<file path="src/rtl/zs_pkg.sv">
package zs_pkg;
    // two-bit line symbol: {positive rail, negative rail}
    localparam logic [1:0] SYM_ZERO = 2'b00;
    localparam logic [1:0] SYM_POS  = 2'b10;
    localparam logic [1:0] SYM_NEG  = 2'b01;
    localparam logic [1:0] SYM_BOTH = 2'b11;

    localparam int CW_B8_LEN  = 8;
    localparam int CW_HDB_LEN = 4;

    typedef enum logic [1:0] {
        SEEN_NONE = 2'd0,
        SEEN_POS  = 2'd1,
        SEEN_NEG  = 2'd2
    } mark_t;
endpackage

</file>
<file path="src/rtl/zs_delay_line.sv">
module zs_delay_line #(
    parameter int DEPTH = 8
) (
    input  logic                  clk,
    input  logic                  rst_n,
    input  logic                  adv,
    input  logic [1:0]            din,
    output logic [DEPTH-1:0][1:0] taps
);
    localparam int SR_W = 2 * DEPTH;

    logic [SR_W-1:0] sr;

    // newest symbol enters at the top, tap 0 is the oldest
    always_ff @(posedge clk) begin
        if (!rst_n) begin
            sr <= '0;
        end else if (adv) begin
            sr <= {din, sr[SR_W-1:2]};
        end
    end

    for (genvar k = 0; k < DEPTH; k++) begin : g_tap
        assign taps[k] = sr[2*k +: 2];
    end
endmodule

</file>
<file path="src/rtl/zs_polarity_fsm.sv">
module zs_polarity_fsm
    import zs_pkg::*;
(
    input  logic       clk,
    input  logic       rst_n,
    input  logic       adv,
    input  logic [1:0] head,
    output mark_t      prev,
    output logic       viol
);
    mark_t nxt;

    always_ff @(posedge clk) begin
        if (!rst_n) begin
            prev <= SEEN_NONE;
        end else if (adv) begin
            prev <= nxt;
        end
    end

    always_comb begin
        unique case (prev)
            SEEN_NONE: begin
                nxt  = head[1] ? SEEN_POS : (head[0] ? SEEN_NEG : SEEN_NONE);
                viol = (head == SYM_BOTH);
            end
            SEEN_POS: begin
                nxt  = head[1] ? SEEN_POS : (head[0] ? SEEN_NEG : SEEN_POS);
                viol = head[1];
            end
            SEEN_NEG: begin
                nxt  = head[1] ? SEEN_POS : (head[0] ? SEEN_NEG : SEEN_NEG);
                viol = (head == SYM_NEG) || (head == SYM_BOTH);
            end
            default: begin
                nxt  = SEEN_NONE;
                viol = 1'b0;
            end
        endcase
    end
endmodule

</file>
<file path="src/rtl/zs_matcher.sv">
module zs_matcher
    import zs_pkg::*;
(
    input  logic [CW_B8_LEN-1:0][1:0] win,
    input  logic                      hdb3_mode,
    input  mark_t                     prev,
    output logic                      hit
);
    localparam int H0 = CW_B8_LEN - CW_HDB_LEN;

    logic [1:0] v_sym;
    logic [1:0] b_sym;
    logic       have;
    logic       b8_hit;
    logic       hdb_hit;

    always_comb begin
        have  = (prev != SEEN_NONE);
        v_sym = (prev == SEEN_POS) ? SYM_POS : SYM_NEG;
        b_sym = (prev == SEEN_POS) ? SYM_NEG : SYM_POS;

        b8_hit = have
            && win[0] == SYM_ZERO && win[1] == SYM_ZERO && win[2] == SYM_ZERO
            && win[3] == v_sym    && win[4] == b_sym
            && win[5] == SYM_ZERO && win[6] == b_sym    && win[7] == v_sym;

        hdb_hit = have
            && win[H0+1] == SYM_ZERO && win[H0+2] == SYM_ZERO
            && ((win[H0] == SYM_ZERO && win[H0+3] == v_sym)
             || (win[H0] == b_sym    && win[H0+3] == b_sym));

        hit = hdb3_mode ? hdb_hit : b8_hit;
    end
endmodule

</file>
<file path="src/rtl/bipolar_zs_decoder.sv">
module bipolar_zs_decoder
    import zs_pkg::*;
(
    input  logic clk,
    input  logic rst_n,
    input  logic bit_en,
    input  logic pos_in,
    input  logic neg_in,
    input  logic hdb3_mode,
    input  logic zcs_en,
    output logic pos_out,
    output logic neg_out,
    output logic bpv_out
);
    localparam int H0    = CW_B8_LEN - CW_HDB_LEN;
    localparam int CNT_W = $clog2(CW_B8_LEN);

    logic [CW_B8_LEN-1:0][1:0] win;
    logic [1:0]                head;
    mark_t                     prev;
    logic                      viol;
    logic                      hit;
    logic                      hit_ok;
    logic                      squash;
    logic [CNT_W-1:0]          blank_left;

    zs_delay_line #(.DEPTH(CW_B8_LEN)) u_dly (
        .clk  (clk),
        .rst_n(rst_n),
        .adv  (bit_en),
        .din  ({pos_in, neg_in}),
        .taps (win)
    );

    assign head = hdb3_mode ? win[H0] : win[0];

    zs_polarity_fsm u_pol (
        .clk  (clk),
        .rst_n(rst_n),
        .adv  (bit_en),
        .head (head),
        .prev (prev),
        .viol (viol)
    );

    zs_matcher u_match (
        .win      (win),
        .hdb3_mode(hdb3_mode),
        .prev     (prev),
        .hit      (hit)
    );

    assign hit_ok = zcs_en && (blank_left == '0) && hit;
    assign squash = zcs_en && (hit_ok || (blank_left != '0));

    // bits still to blank after the head of a recognised word
    always_ff @(posedge clk) begin
        if (!rst_n) begin
            blank_left <= '0;
        end else if (bit_en) begin
            if (!zcs_en) begin
                blank_left <= '0;
            end else if (hit_ok) begin
                blank_left <= hdb3_mode ? CNT_W'(CW_HDB_LEN - 1) : CNT_W'(CW_B8_LEN - 1);
            end else if (blank_left != '0) begin
                blank_left <= blank_left - 1'b1;
            end
        end
    end

    always_ff @(posedge clk) begin
        if (!rst_n) begin
            pos_out <= 1'b0;
            neg_out <= 1'b0;
            bpv_out <= 1'b0;
        end else if (bit_en) begin
            pos_out <= !squash && head[1];
            neg_out <= !squash && (head == SYM_NEG);
            bpv_out <= !squash && viol;
        end
    end
endmodule

</file>
<file path="config.mk">
export PLATFORM = sky130hd
export DESIGN_NAME = bipolar_zs_decoder
export DESIGN_NICKNAME = d
export VERILOG_FILES = /design/src/rtl/zs_pkg.sv /design/src/rtl/zs_delay_line.sv /design/src/rtl/zs_polarity_fsm.sv /design/src/rtl/zs_matcher.sv /design/src/rtl/bipolar_zs_decoder.sv
export SDC_FILE = /design/constraint.sdc
export NUM_CORES = 1
export LEC_CHECK = 0
export ABC_AREA = 1
export BUFFER_PORTS_ARGS = -buffer_cell sky130_fd_sc_hd__buf_4
export CORE_MARGIN = 8
export CORE_UTILIZATION = 62
export DETAILED_ROUTE_END_ITERATION = 12
export GPL_TIMING_DRIVEN = 0
export PLACE_DENSITY = 0.9
export SYNTH_ARGS = -nofsm -noshare
export SYNTH_HDL_FRONTEND = slang
export SYNTH_SLANG_ARGS = --single-unit
</file>
<file path="constraint.sdc">
create_clock -name clk -period 2.55 [get_ports clk]
set_input_delay 0.6375 -clock clk [delete_from_list [all_inputs] [get_ports clk]]
set_output_delay 0.6375 -clock clk [all_outputs]
set_load 0.05 [all_outputs]
</file>
; ---- After elaboration in Yosys (flattened, before gate mapping)
; Cells that the tools add are included.
[op_classes]
mul = 0
shift = 0
reduce_logical = 34
addsub = 1
n_bitwise = 0
div = 0
order_cmp = 0
muxes = 15
n_eq_ne = 10
[op_table]
columns = operator, count
row1 = $logic_and A1 B1 Y1, 19
row2 = $mux W2, 8
row3 = $logic_not A2 Y1, 7
row4 = $mux W3, 4
row5 = $eq A2 B2 Y1, 5
row6 = $pmux W2 S3, 1
row7 = $eq A2 B1 Y1 const B, 2
row8 = $eq A2 B2 Y1 const B, 2
row9 = $logic_not A3 Y1, 1
row10 = $logic_or A1 B1 Y1, 3
row11 = $ne A3 B1 Y1 const B, 1
row12 = $pmux W1 S3, 1
row13 = $reduce_bool A3 Y1, 1
row14 = $sub A3 B1 Y3 const B, 1
row15 = $reduce_and A2 Y1, 1
row16 = $reduce_bool A2 Y1, 1
row17 = $logic_not A1 Y1, 1
row18 = $mux W1, 1
[totals]
word_cells = 66
latch_bits = 0
ramBits = 0
reg_bits = 24
mem_count = 0
out_inout_bits = 3
mem_bits_ro = 0

; ---- Depth between registers and ports, before layout
[logic_depth]
depth_word = 15
ltp_mapped = 15
depth_no_buf = 15

; ---- Cells and area by module
; A second synthesis with hierarchy kept.
[hier_totals]
cells_unflattened = 224
hier_area_um2 = 1391.3
[modules_own_cells]
columns = mod, seq_area_each_um2, instances, cells_per_inst, area_each_um2
row1 = zs_delay_line, 320.3, 1, 101, 679.4
row2 = bipolar_zs_decoder, 120.1, 1, 55, 392.9
row3 = zs_matcher, 0.0, 1, 48, 205.2
row4 = zs_polarity_fsm, 40.0, 1, 20, 113.9

; ---- Worst setup path before layout
; Ideal clock, no wire load.
[synth_timing]
kind = input to register
startpoint = input port hdb3_mode
endpoint = register blank_left[1]
setup_slack_ns = 1.052
n_path_buf = 0
setup_ns = 0.115
arrival_ns = 1.383
stages = 7
path_cell_list = nor2_1 > nand4_1 > nor2_1 > nand3_2 > nand3_1 > a21oi_1 > o21a_1
[synth_between]
elab_chain_len = 4
word_cells_on_any_way = 6
cone_classes = eq/ne (1) / mux (3) / reduce/logical (2)
[synth_lines]
columns = item, line
row1 = start: declaration, bipolar_zs_decoder.sv:9  ; input logic hdb3_mode,
row2 = $mux W1 (*), zs_matcher.sv:32  ; hit = hdb3_mode ? hdb_hit : b8_hit;
row3 = $logic_and A1 B1 Y1 (*), bipolar_zs_decoder.sv:53  ; assign hit_ok = zcs_en && (blank_left == '0) && hit;
row4 = $ne A3 B1 Y1 (no line) / $mux W3 (equally long branches), -
row5 = $reduce_and A2 Y1 (no line) / $mux W3 (equally long branches), -
row6 = end signal: assignment, bipolar_zs_decoder.sv:64  ; blank_left <= hdb3_mode ? CNT_W'(CW_HDB_LEN - 1) : CNT_W'(CW_B8_LEN - 1);
row7 = end signal: assignment, bipolar_zs_decoder.sv:66  ; blank_left <= blank_left - 1'b1;
row8 = end: declaration, bipolar_zs_decoder.sv:25  ; logic [CNT_W-1:0] blank_left;
; Mark *: on every way between the ends. The rest lies on a longest branch, timed or not.
; A chain may end at the register's enable or synchronous reset.

; ---- Worst setup path in the final report
[layout_timing]
startpoint = register u_pol.prev[0]
endpoint = register blank_left[2]
[layout_between]
elab_chain_len = 13
word_cells_on_any_way = 29
cone_classes = eq/ne (7) / mux (5) / reduce/logical (17)
[layout_lines]
columns = item, line
row1 = start: declaration, zs_polarity_fsm.sv:8  ; output mark_t prev,
row2 = start signal: assignment, zs_polarity_fsm.sv:17  ; prev <= nxt;
row3 = "parallel branches: the longest is 9 deep, another holds $eq A2 B1 Y1", -
row4 = $mux W1 (*), zs_matcher.sv:32
row5 = $logic_and A1 B1 Y1 (*), bipolar_zs_decoder.sv:53
row6 = $ne A3 B1 Y1 (no line) / $mux W3 (equally long branches), -
row7 = $reduce_and A2 Y1 (no line) / $mux W3 (equally long branches), -
; Mark *: on every way between the ends.

==> summary.md <==
| Metric | Value |
|---|---|
| Setup Fix Bufs, Post-CTS | 0 |
| Seq/Total Area, Yosys | 39.4% |
| Max Fclk | 0.608 GHz |
| CTS Buffer Depth | 2 |
| Max-cap violations | 0 |
| DRT Pass-1 Iters | 4 |
| Critical path's slowest cell | dfxtp_1 |
| CP max FO | 8 |
| Critical Path RT | 2.82 ns |
| GRT Residual Overflow | 0 |
| Critical path's top delay family | simple AND/OR/NAND/NOR gates |
| Gp weighted congestion | 0.947 |
| Proportion of layout cells with a drive suffix above 1 | 13.7% |
| Startpoint Class | flop |
| Clk sinks | 24 |
| PortBufs | 8 |
| Sequential power share | 55.1% |
| CORE AREA | 0.00190 mm^2 |
| Synth Cell Area | 0.00122 mm^2 |
| Final max-slew violation count | 0 |
| IO Pins | 10 |
| Syn_area_per_cell | 6.85 um^2 |
| First-pass GRT wire length | 4.76 mm |
| Commonest non-fill, non-tap cell in the layout | nor2_1 |
| Cell Chain, Critical Path | buf_6 > inv_2 > nor2_1 > nand2_1 > nand2_2 > nand2_1 > nor2_2 > nand3_2 > nand2_1 > nand2_1 > nand2_1 > nand2_1 > nor2_1 > nor2_1 > nor2_1 |
| Initial detailed-routing violation count | 67 |
| Main synth FF type | dfxtp_1 |
| Largest net degree at the start of global routing | 14 |
| Htree depth | 1 |
| Hold Buf Count CTS | 0 |
| Post-synth top area share | 39.4% |
| Cell count after synthesis | 178 |
| Routed length per placed instance | 12.8 um |
| Final min period | 1.64 ns |
| TritonCTS buffer count | 3 |
| Worst rel slew slack | 70.2% |
| Worst slack, placed | 0.741 ns |
| Fin area | 0.00135 mm^2 |
| GRT Resource Usage Total | 17.2% |
| Fill cells | 159 |
| Worst-path clk slew | 0.12 ns |
| Sw Ratio | 28.8% |
| Pwr dens | 554 mW/mm^2 |
| Period Utilization, post-route | 64.5% |
| Area leader, netlist | dfxtp_1 |
| Ant. Diodes | 0 |
| Clock share of power | 26.3% |
| Worst path most repeated cell | nand2_1 |
| # rows | 16 |
| Placed Area | 0.00131 mm^2 |
| Worst slew pin tran | 0.448 ns |
| FFs w/ async S/R, synth | 0% |
| Final setup violation count | 0 |
| Initial core utilization | 64.1% |
| Via count | 1,198 |
| Net Count, Synth | 187 |
| Number of global-route vias before repair | 1,177 |
| Final Skew | 0.00473 ns |
| Final Hold Vio Count | 0 |
| Area delta synth->final | 10.7% |
| Clk_lat worst skew | 0.32 ns |
| Total negative slack | 0 ns |
| CTS root buffer | clkbuf_4 |
| CTS tree | done |
| Yosys reg bits | 24 |
| Final core utilization | 70.9% |
| Die area | 0.00364 mm^2 |
| DIE WIDTH | 60.3 um |
| Pint | 0.532 mW |
| Syn. warnings | 0 |
| Dpl cells | 213 |
| Power consumption | 0.747 mW |
| Most frequent cells in the layout | nor2_1 (27), nand2_1 (26), dfxtp_1 (24) |
| Gate power share | 18.6% |
| Worst path buffer plus inverter count | 2 |
| Nets | 200 |
| Vias/cell | 5.52 |
| Die Height | 60.3 um |
| Hold Crit Class | flop to flop |
| Post-DRT Antenna Nets | 0 |
| CP Data Arrival Time | 1.91 ns |
| Count of cell types in the netlist | 23 |
| Max incr delay on CP | 0.35 ns |
| Crit. End Element | flop |
| WS Path Type | flop to flop |
| EDFF count, synth | 0 |
| Hold Slack | 0.485 ns |
| Post-cts sizing count | 0 |
| VDD IR max | 0.463 mV |
| Net switching power | 0.215 mW |
| Initial antenna violation count | 0 |
| Drt drc | 0 |
| RSZ-0062 raised after global routing | false |
| Synth top area cells | dfxtp_1 (39%), nor2_1 (8.3%), o21ai_0 (8.2%) |
| DRT Wirelength | 2.79 mm |
| Dpl hpwl | 2.12 mm |
| Non-filler cells in the finished layout | 217 |
| Worst setup margin | 0.906 ns |
| Outcome | finished, final reports clean |
| Leak pwr | 0.619 nW |
[metal layers]
metal / share of wire (%) / routed length (um) / track usage [%] / vias up
met1: 42 / 1170 / 17.2 / 546
met3: 5.6 / 156 / 4.03 / 14
met5: 0 / 0 / 0 / -
li1: - / - / - / 597
met2: 49 / 1370 / 32.5 / 41
met4: 3.5 / 97 / 8.16 / 0
[flip-flops by register name, indices dropped and copies added, names as in the netlist]
register,cells
pos_out,1
bpv_out,1
blank_left,3
u_dly.taps,16
neg_out,1
u_pol.prev,2
[path summary, 6_finish.rpt]
check	start	endpoint	slack, ns	depth (start not counted)
max	u_pol.prev[0]	blank_left[2]	0.91	15
min	neg_out	neg_out	0.49	2
max reg2reg	u_pol.prev[0]	blank_left[2]	0.91	15
min reg2reg	neg_out	neg_out	0.49	2
[logic make-up after synthesis]
logic type               Yosys count  share of synthesized area (%)
AND/OR/NAND/NOR                   77                           29.1
AO/OA/AOI/OAI                     42                           18.3
buffers and inverters             32                           10.5
flip-flops                        24                           39.4
adder cells (fa/ha/maj)            2                           2.05
XOR/XNOR                           1                          0.719
[cell type report]
class                   count  area [um^2]  share of cell area [%]
plain buffers               7         33.8                    2.50
well taps                  27         33.8                    2.50
clock buffers               4         36.3                    2.69
repair buffers              8         60.1                    4.45
multi-input cells         122          611                    45.3
flip-flops and latches     24          480                    35.6
inverters                  25         93.8                    6.96
[power by group through the flow]
stage	Combinational, mW	Sequential (mW)	Clock (mW)
final	0.139	0.411	0.197
after global routing	0.154	0.414	0.222
after CTS	0.136	0.411	0.204
after detailed placement	0.136	0.419	0
after global placement	0.130	0.418	0
after floorplan	0.0902	0.426	0
[Yosys cell counts (5+ instances only)]
cell type / count
nand3_1: 7
o21ai_0: 20
nor3_1: 5
nand2_1: 26
clkbuf_1: 6
inv_1: 23
a21oi_1: 18
nand2_2: 5
nor2_1: 27
dfxtp_1: 24
[worst reg2reg max path: stages, from the launching register on]
cell and delay, ns:
dfxtp_1 0.35, buf_6 0.13, inv_2 0.04, nor2_1 0.12, nand2_1 0.10, nand2_2 0.07, nand2_1 0.06, nor2_2 0.10
nand3_2 0.12, nand2_1 0.10, nand2_1 0.07, nand2_1 0.07, nand2_1 0.06, nor2_1 0.08, nor2_1 0.05, nor2_1 0.07
(Power assumes the default switching activity.)
